--- src/rtl/ringPkg.sv ---
package ringPkg;
  localparam int IW = 8;

  typedef enum logic [3:0] {
    K_MASK, K_INIT_IN, K_INIT_OUT, K_POLL_IN, K_POLL_OUT,
    K_RD_DATA, K_WR_OUT, K_WR_DATA, K_WR_IN
  } accKind_t;

  typedef enum logic [1:0] { OP_INIT, OP_GET, OP_PUT } opKind_t;

  typedef struct packed {
    logic     ldBase;
    logic     ldPut;
    logic     capture;
    accKind_t kind;
  } dpCtl_t;
endpackage

--- src/rtl/ringData.sv ---
module ringData
  import ringPkg::*;
#(
  parameter int AW = 16
) (
  input  logic          clk,
  input  logic          rstN,
  input  dpCtl_t        ctl,
  input  logic [AW-1:0] initBase,
  input  logic [IW-1:0] putData,
  input  logic [IW-1:0] memRdata,
  output logic [AW-1:0] memAddr,
  output logic          memWe,
  output logic [IW-1:0] memWdata,
  output logic          baseZero,
  output logic          emptySeen,
  output logic          fullSeen,
  output logic [IW-1:0] getData
);
  logic [AW-1:0] baseQ;
  logic [IW-1:0] maskQ, inQ, outQ, putQ, getQ;
  logic          emptyQ, fullQ;
  logic [IW-1:0] nextIn, nextOut;

  assign nextIn   = (inQ + IW'(1)) & maskQ;
  assign nextOut  = (outQ + IW'(1)) & maskQ;
  assign baseZero = (baseQ == '0);
  assign emptySeen = emptyQ;
  assign fullSeen  = fullQ;
  assign getData   = getQ;

  always_comb begin
    unique case (ctl.kind)
      K_MASK:                         memAddr = baseQ - AW'(3);
      K_INIT_IN, K_POLL_IN, K_WR_IN:  memAddr = baseQ - AW'(2);
      K_INIT_OUT, K_POLL_OUT, K_WR_OUT: memAddr = baseQ - AW'(1);
      K_RD_DATA:                      memAddr = baseQ + AW'(outQ);
      K_WR_DATA:                      memAddr = baseQ + AW'(inQ);
      default:                        memAddr = baseQ;
    endcase
  end

  always_comb begin
    memWe    = (ctl.kind == K_WR_OUT) || (ctl.kind == K_WR_DATA) || (ctl.kind == K_WR_IN);
    memWdata = putQ;
    if (ctl.kind == K_WR_OUT) memWdata = nextOut;
    else if (ctl.kind == K_WR_IN) memWdata = nextIn;
  end

  always_ff @(posedge clk or negedge rstN) begin
    if (!rstN) begin
      baseQ  <= '0;
      maskQ  <= '0;
      inQ    <= '0;
      outQ   <= '0;
      putQ   <= '0;
      getQ   <= '0;
      emptyQ <= 1'b1;
      fullQ  <= 1'b1;
    end else begin
      if (ctl.ldBase) baseQ <= initBase;
      if (ctl.ldPut)  putQ  <= putData;
      if (ctl.capture) begin
        unique case (ctl.kind)
          K_MASK:     maskQ <= memRdata;
          K_INIT_IN:  inQ   <= memRdata;
          K_INIT_OUT: begin
            outQ   <= memRdata;
            emptyQ <= (inQ == memRdata);
            fullQ  <= (nextIn == memRdata);
          end
          K_POLL_IN:  emptyQ <= (memRdata == outQ);
          K_POLL_OUT: fullQ  <= (nextIn == memRdata);
          K_RD_DATA:  getQ   <= memRdata;
          K_WR_OUT:   outQ   <= nextOut;
          K_WR_IN:    inQ    <= nextIn;
          default: ;
        endcase
      end
    end
  end


  in_wrap_chk: assert property (@(posedge clk) disable iff (!rstN)
    (ctl.capture && ctl.kind == K_WR_IN) |=> ((inQ & ~maskQ) == '0));


  get_hold_chk: assert property (@(posedge clk) disable iff (!rstN)
    !(ctl.capture && ctl.kind == K_RD_DATA) |=> $stable(getQ));
endmodule

--- src/rtl/ringCtrl.sv ---
module ringCtrl
  import ringPkg::*;
#(
  parameter int POLL_GAP = 4
) (
  input  logic   clk,
  input  logic   rstN,
  input  logic   initReq,
  input  logic   getReq,
  input  logic   putReq,
  input  logic   busGnt,
  input  logic   memAck,
  input  logic   baseZero,
  input  logic   emptySeen,
  input  logic   fullSeen,
  output dpCtl_t ctl,
  output logic   busReq,
  output logic   memReq,
  output logic   busy,
  output logic   done
);
  localparam int GW = (POLL_GAP > 1) ? $clog2(POLL_GAP) : 1;

  typedef enum logic [2:0] { S_IDLE, S_ACQ, S_XFER, S_REL, S_GAP } st_t;

  st_t      st;
  accKind_t kind, followKind;
  opKind_t  op;
  logic [GW-1:0] gapCnt;
  logic     doneQ, lastAcc, blocked;
  logic     startInit, startGet, startPut;

  always_comb begin
    startInit = (st == S_IDLE) && initReq;
    startGet  = (st == S_IDLE) && !initReq && getReq && !baseZero;
    startPut  = (st == S_IDLE) && !initReq && !getReq && putReq && !baseZero;
    blocked   = (op == OP_GET) ? emptySeen : fullSeen;
    lastAcc   = (kind == K_INIT_OUT) || (kind == K_POLL_IN) || (kind == K_POLL_OUT) ||
                (kind == K_WR_OUT) || (kind == K_WR_IN);
    unique case (kind)
      K_MASK:    followKind = K_INIT_IN;
      K_INIT_IN: followKind = K_INIT_OUT;
      K_RD_DATA: followKind = K_WR_OUT;
      K_WR_DATA: followKind = K_WR_IN;
      default:   followKind = kind;
    endcase
  end

  always_comb begin
    ctl.ldBase  = startInit;
    ctl.ldPut   = startPut;
    ctl.capture = (st == S_XFER) && memAck;
    ctl.kind    = kind;
  end

  assign busReq = (st == S_ACQ) || (st == S_XFER);
  assign memReq = (st == S_XFER);
  assign busy   = (st != S_IDLE);
  assign done   = doneQ;

  always_ff @(posedge clk or negedge rstN) begin
    if (!rstN) begin
      st     <= S_IDLE;
      kind   <= K_MASK;
      op     <= OP_INIT;
      gapCnt <= '0;
      doneQ  <= 1'b0;
    end else begin
      doneQ <= 1'b0;
      unique case (st)
        S_IDLE: begin
          if (startInit) begin
            op <= OP_INIT; kind <= K_MASK; st <= S_ACQ;
          end else if (startGet) begin
            op <= OP_GET; kind <= K_POLL_IN; st <= S_ACQ;
          end else if (startPut) begin
            op <= OP_PUT; kind <= K_POLL_OUT; st <= S_ACQ;
          end
        end
        S_ACQ: if (busGnt) st <= S_XFER;
        S_XFER: begin
          if (memAck) begin
            if (lastAcc) st <= S_REL;
            else kind <= followKind;
          end
        end
        S_REL: begin
          if (!busGnt) begin
            if (kind == K_POLL_IN || kind == K_POLL_OUT) begin
              if (blocked) begin
                st     <= S_GAP;
                gapCnt <= GW'(POLL_GAP - 1);
              end else begin
                kind <= (kind == K_POLL_IN) ? K_RD_DATA : K_WR_DATA;
                st   <= S_ACQ;
              end
            end else begin
              st    <= S_IDLE;
              doneQ <= 1'b1;
            end
          end
        end
        S_GAP: begin
          if (gapCnt == '0) begin
            st   <= S_ACQ;
            kind <= (op == OP_GET) ? K_POLL_IN : K_POLL_OUT;
          end else begin
            gapCnt <= gapCnt - GW'(1);
          end
        end
        default: st <= S_IDLE;
      endcase
    end
  end


  req_hold_chk: assert property (@(posedge clk) disable iff (!rstN)
    (busReq && !busGnt) |=> busReq);


  acc_in_tenure_chk: assert property (@(posedge clk) disable iff (!rstN)
    memReq |-> (busReq && busGnt));


  acc_hold_chk: assert property (@(posedge clk) disable iff (!rstN)
    (memReq && !memAck) |=> (memReq && $stable(kind)));


  done_pulse_chk: assert property (@(posedge clk) disable iff (!rstN)
    done |=> !done);


  unset_ignore_chk: assert property (@(posedge clk) disable iff (!rstN)
    (!busy && !initReq && baseZero) |=> !busy);
endmodule

--- src/rtl/shmRingAgent.sv ---
module shmRingAgent
  import ringPkg::*;
#(
  parameter int AW       = 16,
  parameter int POLL_GAP = 4
) (
  input  logic          clk,
  input  logic          rstN,
  input  logic          initReq,
  input  logic [AW-1:0] initBase,
  input  logic          getReq,
  input  logic          putReq,
  input  logic [7:0]    putData,
  output logic          busy,
  output logic          done,
  output logic [7:0]    rdData,
  output logic          ringEmpty,
  output logic          ringFull,
  output logic          busReq,
  input  logic          busGnt,
  output logic          memReq,
  output logic          memWe,
  output logic [AW-1:0] memAddr,
  output logic [7:0]    memWdata,
  input  logic [7:0]    memRdata,
  input  logic          memAck
);
  dpCtl_t ctl;
  logic   baseZero, emptySeen, fullSeen;

  ringCtrl #(.POLL_GAP(POLL_GAP)) u_ctrl (
    .clk(clk), .rstN(rstN), .initReq(initReq), .getReq(getReq), .putReq(putReq),
    .busGnt(busGnt), .memAck(memAck), .baseZero(baseZero),
    .emptySeen(emptySeen), .fullSeen(fullSeen), .ctl(ctl),
    .busReq(busReq), .memReq(memReq), .busy(busy), .done(done)
  );

  ringData #(.AW(AW)) u_data (
    .clk(clk), .rstN(rstN), .ctl(ctl), .initBase(initBase), .putData(putData),
    .memRdata(memRdata), .memAddr(memAddr), .memWe(memWe), .memWdata(memWdata),
    .baseZero(baseZero), .emptySeen(emptySeen), .fullSeen(fullSeen), .getData(rdData)
  );

  assign ringEmpty = emptySeen || baseZero;
  assign ringFull  = fullSeen || baseZero;


  unset_flags_chk: assert property (@(posedge clk) disable iff (!rstN)
    (!busy && baseZero) |-> (ringEmpty && ringFull && !busReq));
endmodule

--- config.mk ---
export PLATFORM = sky130hd
export DESIGN_NAME = shmRingAgent
export DESIGN_NICKNAME = d
export VERILOG_FILES = /design/src/rtl/ringPkg.sv /design/src/rtl/ringData.sv /design/src/rtl/ringCtrl.sv /design/src/rtl/shmRingAgent.sv
export SDC_FILE = /design/constraint.sdc
export NUM_CORES = 1
export LEC_CHECK = 0
export BUFFER_PORTS_ARGS = -buffer_cell sky130_fd_sc_hd__buf_2
export CAP_MARGIN = 15
export CELL_PAD_IN_SITES_DETAIL_PLACEMENT = 1
export CELL_PAD_IN_SITES_GLOBAL_PLACEMENT = 2
export CORE_MARGIN = 4
export CORE_UTILIZATION = 39
export CTS_CLUSTER_SIZE = 12
export DETAILED_ROUTE_END_ITERATION = 6
export PLACE_DENSITY = 0.95
export SETUP_SLACK_MARGIN = 0.02
export SYNTH_ARGS = -nofsm -noshare
export SYNTH_HDL_FRONTEND = slang
export SYNTH_SLANG_ARGS = --single-unit
--- constraint.sdc ---
create_clock -name clk -period 5.4 [get_ports clk]
set_clock_uncertainty 0.15 [all_clocks]
set_input_delay 0.81 -clock clk [delete_from_list [all_inputs] [get_ports clk]]
set_output_delay 0.81 -clock clk [all_outputs]
set_load 0.1 [all_outputs]
Word-level counts from Yosys, hierarchy flattened
Cells that the tools add are included.
{ "word_totals": {"inputBits": 39, "reg_bits": 70, "out_inout_bits": 39} }
{ "op_classes": {"n_addsub": 8, "bitwise_logic": 2, "muxes": 42, "n_reduce_logical": 45, "eq_ne": 28} }
{ "op_table": {"columns": ["op", "count"], "rows": [
  ["16-bit case mux with 5 select lines", 1],
  ["4-bit two-way mux", 9],
  ["3-bit two-way mux", 11],
  ["16-bit by 8-bit adder with 16-bit output", 2],
  ["4-bit case mux with 4 select lines", 2],
  ["8-bit case mux with 2 select lines", 2],
  ["16-bit by 2-bit subtractor with 16-bit output (second input constant)", 2],
  ["8-bit == test", 3],
  ["8-bit by 1-bit adder with 8-bit output (second input constant)", 2],
  ["8-bit bitwise AND", 2],
  ["4-bit by 3-bit == test with 1-bit output (second input constant)", 4],
  ["16-bit zero test", 1],
  ["2-bit two-way mux", 8],
  ["8-bit two-way mux", 2],
  ["16-bit by 1-bit subtractor with 16-bit output (second input constant)", 1],
  ["3-bit case mux with 5 select lines", 1],
  ["2-bit AND reduction", 7],
  ["1-bit logical OR", 10],
  ["2-bit by 1-bit inequality test with 1-bit output (second input constant)", 5],
  ["2-bit inequality test (second input constant)", 5],
  ["9-bit AND reduction", 1],
  ["4-bit by 2-bit == test with 1-bit output (second input constant)", 2],
  ["1-bit logical AND", 8],
  ["2-bit nonzero test", 4],
  ["22 further kinds", 30]
]} }

Depth between registers and ports, before layout
{ "logic_depth": {"word_depth": 9, "ltp_mapped": 13, "ltp_nobuf": 11} }

By module
A second synthesis with hierarchy kept.
{ "hier_totals": {"cells_unflattened": 654, "area_unflattened_um2": 5520.3} }
{ "modules_own_cells": {"columns": ["module", "seq_area_each_um2", "n_inst", "cells_per_inst", "area_per_inst_um2"], "rows": [
  ["ringData", 1453.9, 1, 541, 4559.4],
  ["ringCtrl", 300.3, 1, 111, 948.4],
  ["shmRingAgent", 0.0, 1, 2, 12.5]
]} }

Least setup slack after synthesis
OpenSTA, ideal clock, no wires.
{ "synth_path": {"path_kind": "reg2out", "from": "register u_ctrl.kind[1]", "to": "output port memAddr[10]", "path_slack_ns": -0.410, "required_time_ns": 4.440, "arrival_ns": 4.850, "path_stages_with_launch": 13, "path_buffers": 2, "path_cell_list": "dfrtp_1 > buf_2 > buf_1 > mux2i_1 > nand2_1 > ha_1 > fa_1 > nand3_1 > a21oi_1 > o21a_1 > o21a_1 > o21a_1 > o31ai_1"} }
{ "synth_via": {"elab_chain_len": 3} }
{ "synth_lines": {"columns": ["element", "line", "text"], "rows": [
  ["from (decl)", "ringCtrl.sv:27", "accKind_t kind, followKind;"],
  ["from (signal assigned)", "ringCtrl.sv:84", "else kind <= followKind;"],
  ["from (signal assigned)", "ringCtrl.sv:94", "kind <= (kind == K_POLL_IN) ? K_RD_DATA : K_WR_DATA;"],
  ["from (signal assigned)", "ringCtrl.sv:106", "kind <= (op == OP_GET) ? K_POLL_IN : K_POLL_OUT;"],
  ["4-bit by 3-bit == test with 1-bit output, or another cell as far along", "ringData.sv:33", "unique case (ctl.kind)"],
  ["3-bit OR reduction", "ringData.sv:33", null],
  ["16-bit case mux with 5 select lines (*)", "ringData.sv:33", null],
  ["to (decl)", "shmRingAgent.sv:23", "output logic [AW-1:0] memAddr,"]
]} }
Mark *: on every way between the ends. The rest lies on a longest branch, timed or not.

Final worst setup path
{ "layout_path": {"from": "register u_ctrl.kind[3]", "to": "output port memAddr[15]"} }
The elaborated chain is that of the path after synthesis.

==> impl_metrics.tcl <==
set metrics [dict create \
    synth_top_area_share_pct 30.85 \
    r2r_setup_slack_ns 2.71 \
    wire_per_inst_um 19.52 \
    worstMarginPinSlew_ns 0.9657 \
    drv_cap 0 \
    syn_nets 679 \
    hold_violations 0 \
    drive_gt1_share_pct 25.26 \
    worstReg2RegEnd "u_data.emptySeen" \
    path_class "register to output pin" \
    relSlewSlack_pct 35.62 \
    startpoint_type "register" \
    synthArstFlopShare_pct 100.0 \
    grt_usage_pct 21.45 \
    yosysTopAreaCell "dfrtp_1" \
    dieArea_sq_um 16110 \
    ys_top_cells_by_area "dfrtp_1, mux2_2, nand2_1" \
    min_path_cells 1 \
    post_cts_buffers 0 \
    via_per_inst 5.797 \
    endpoint_kind "output pin" \
    die-width_um 126.9 \
    setup_viol_count_final 0 \
    worst-endpoint-required_ns 4.44 \
    crit_fanout 13 \
    detail_route.first_pass.iterations 4 \
    layout_min_cycle_time_ns 5.064 \
    clock_latency_ns 0.35 \
    worstPathArrival_ns 4.10 \
    ant_nets 0 \
    ctsRootBufferMaster "clkbuf_16" \
    reg2reg_depth 7 \
    synth_enable_flop_cells 0 \
    cts.clk_slew.worst_paths_ns 0.06 \
    rsz0062_at_grt "false" \
    clkSinkCount 70 \
    numCtsBuffers 9 \
    fmax_mhz 197.5 \
    ctsResizeCount 0 \
    grt_pass1_wl_um 27770 \
    vias 4991 \
    worstHoldPathType "register to register" \
    core_area_sq_um 13880 \
    whs_endpoint "u_data.getData[2]" \
    routabilityCongestion 0.9076 \
    ys_seq_area_share_pct 31.80 \
    fill_cells 1649 \
    syn_inst 618 \
    yosysWarnings 0 \
    cts_max_path_buffers 2 \
    syn2layout_area_growth_pct 14.02 \
    rows 43 \
    grt_overflow 0 \
    ioPinCount 78 \
    path_cells "nand2b_1, nor2_2, inv_1, ha_1, nand3_1, or2_2, o41ai_1, o31a_1, o21ai_0, a2bb2oi_1, buf_2" \
    critical_path_buf_inv_count 2 \
    slowest_stage "dfrtp_1" \
    grt_max_degree 41 \
    drt_first_iter_violations 267 \
    final_nets 737 \
    hold_start "u_data.getData[2]" \
    multi_input_area_sq_um 3553 \
    status "complete, no violations" \
    dp_hpwl_um 12580 \
    h-tree-depth 3 \
    regArea_sq_um 1755 \
    finalWirelength_um 16800 \
    yosys_register_bits 70 \
    cts_hold_buf 0 \
    reg2reg_from "u_ctrl.kind[1]" \
    critPathTopFamily "simple AND/OR/NAND/NOR gates" \
    finalSetupTns_ns 0 \
    syn_area_sq_um 5517 \
    ys_types 78 \
    drc 0 \
    synth_area_per_cell_sq_um 8.926 \
    grt_pass1_vias 5313 \
    placement.io_buffers 77 \
    die_h_um 126.9 \
    slew_viol_final 0 \
    cpPeakStageDelay_ns 0.51 \
    synth_most_common_cell "nand2_1" \
    n_antenna_cell 0 \
    fin_crit_sh_pct 93.78 \
    initial_core_util_pct 39.74 \
    antenna_found_initial 0 \
    cts_tree "built" \
    synthFlopType "dfrtp_1" \
    synth_common_cells "nand2_1, dfrtp_1, mux2_2" \
]
-- final cells by class --
cell class / count / share of cell area [%]
multi-input cells: 498 / 56.49
flip-flops and latches: 70 / 27.91
repair buffers: 81 / 6.604
clock buffers: 9 / 3.581
well taps: 180 / 3.581
inverters: 16 / 0.9548
clock inverters: 7 / 0.8753
-- worst max-delay path by stage --
stage | from | to | depth (start not counted)
detailed placement | u_ctrl.kind[0] | memAddr[15] | 11
floorplan | u_ctrl.kind[1] | memAddr[15] | 11
global placement | u_ctrl.kind[0] | memAddr[15] | 11
finish | u_ctrl.kind[3] | memAddr[15] | 11
CTS | u_ctrl.kind[0] | memAddr[15] | 11
global route | u_ctrl.kind[3] | memAddr[15] | 11
-- per-layer routing --
layer | track usage, % | share of wire (%) | up-vias
met2 | 35.96 | 49 | 117
met3 | 6.063 | 5.4 | 25
met4 | 6.309 | 1.8 | 0
met5 | 0 | 0 | -
met1 | 26.92 | 44 | 2472
li1 | - | - | 2377
-- layout by cell type (no fill, tap or decap), types with 5 or more instances in the layout --
cell	synthesis	final
nor2_1	41	40
or3_1	5	5
clkbuf_16	0	9
xnor2_1	17	17
mux2i_1	23	23
o21ai_1	5	6
nand3_1	17	17
nor3_1	13	13
a22o_1	8	8
nand2b_1	12	12
buf_2	11	77
mux2_2	43	43
a21o_1	8	8
inv_1	15	15
o211ai_1	9	9
o22ai_1	8	8
dfrtp_1	68	67
nand4_1	5	5
o31ai_1	6	5
ha_1	21	21
a22oi_1	5	5
and3_1	10	10
xor2_1	18	18
o21ai_0	35	34
a31oi_1	5	5
nand2_1	72	72
a21oi_1	32	32
-- stage by stage --
step	util, %	hold WS [ns]	cell area (sq um)	worst slack (ns)	instances
after floorplan	-	0.3146	5522	0.07654	618
after global placement	43.27	0.3355	6006	0.6232	845
after detailed placement	43.27	0.3446	6006	0.5155	845
after CTS	45.29	0.3591	6286	0.1033	861
after global routing	45.31	0.3825	6290	0.1051	861
final	45.31	0.3538	6290	0.3360	861
-- worst register-to-register path, delay by kind of cell, from the launching register on --
family,cells,cell delay [ns]
flip-flops,1,0.73
buffers and inverters,1,0.30
AND/OR/NAND/NOR,2,0.57
AO/OA/AOI/OAI,4,0.86
-- cells by family (layout without fill, tap and decap cells) --
group	after synthesis	in the layout	synth area share, %
buffers and inverters	50	113	3.923
adder cells (fa/ha/maj)	22	22	5.126
AO/OA/AOI/OAI	156	156	18.89
AND/OR/NAND/NOR	214	214	20.53
multiplexers	71	71	14.18
XOR/XNOR	35	35	5.557
flip-flops	70	70	31.80
-- state kept, by name, indices dropped and copies added (netlist names) --
register          flops
u_data.emptySeen      1
u_data.fullSeen       1
u_data.baseQ         16
u_ctrl.st             3
u_ctrl.op             2
u_ctrl.kind           4
u_data.getData        8
u_ctrl.gapCnt         2
u_data.outQ           8
u_data.putQ           8
u_data.inQ            8
u_ctrl.done           1
u_data.maskQ          8
Power is left out: the tool's default activity adds up to more than one toggle a clock period on the data nets, which glitch-free logic cannot reach.
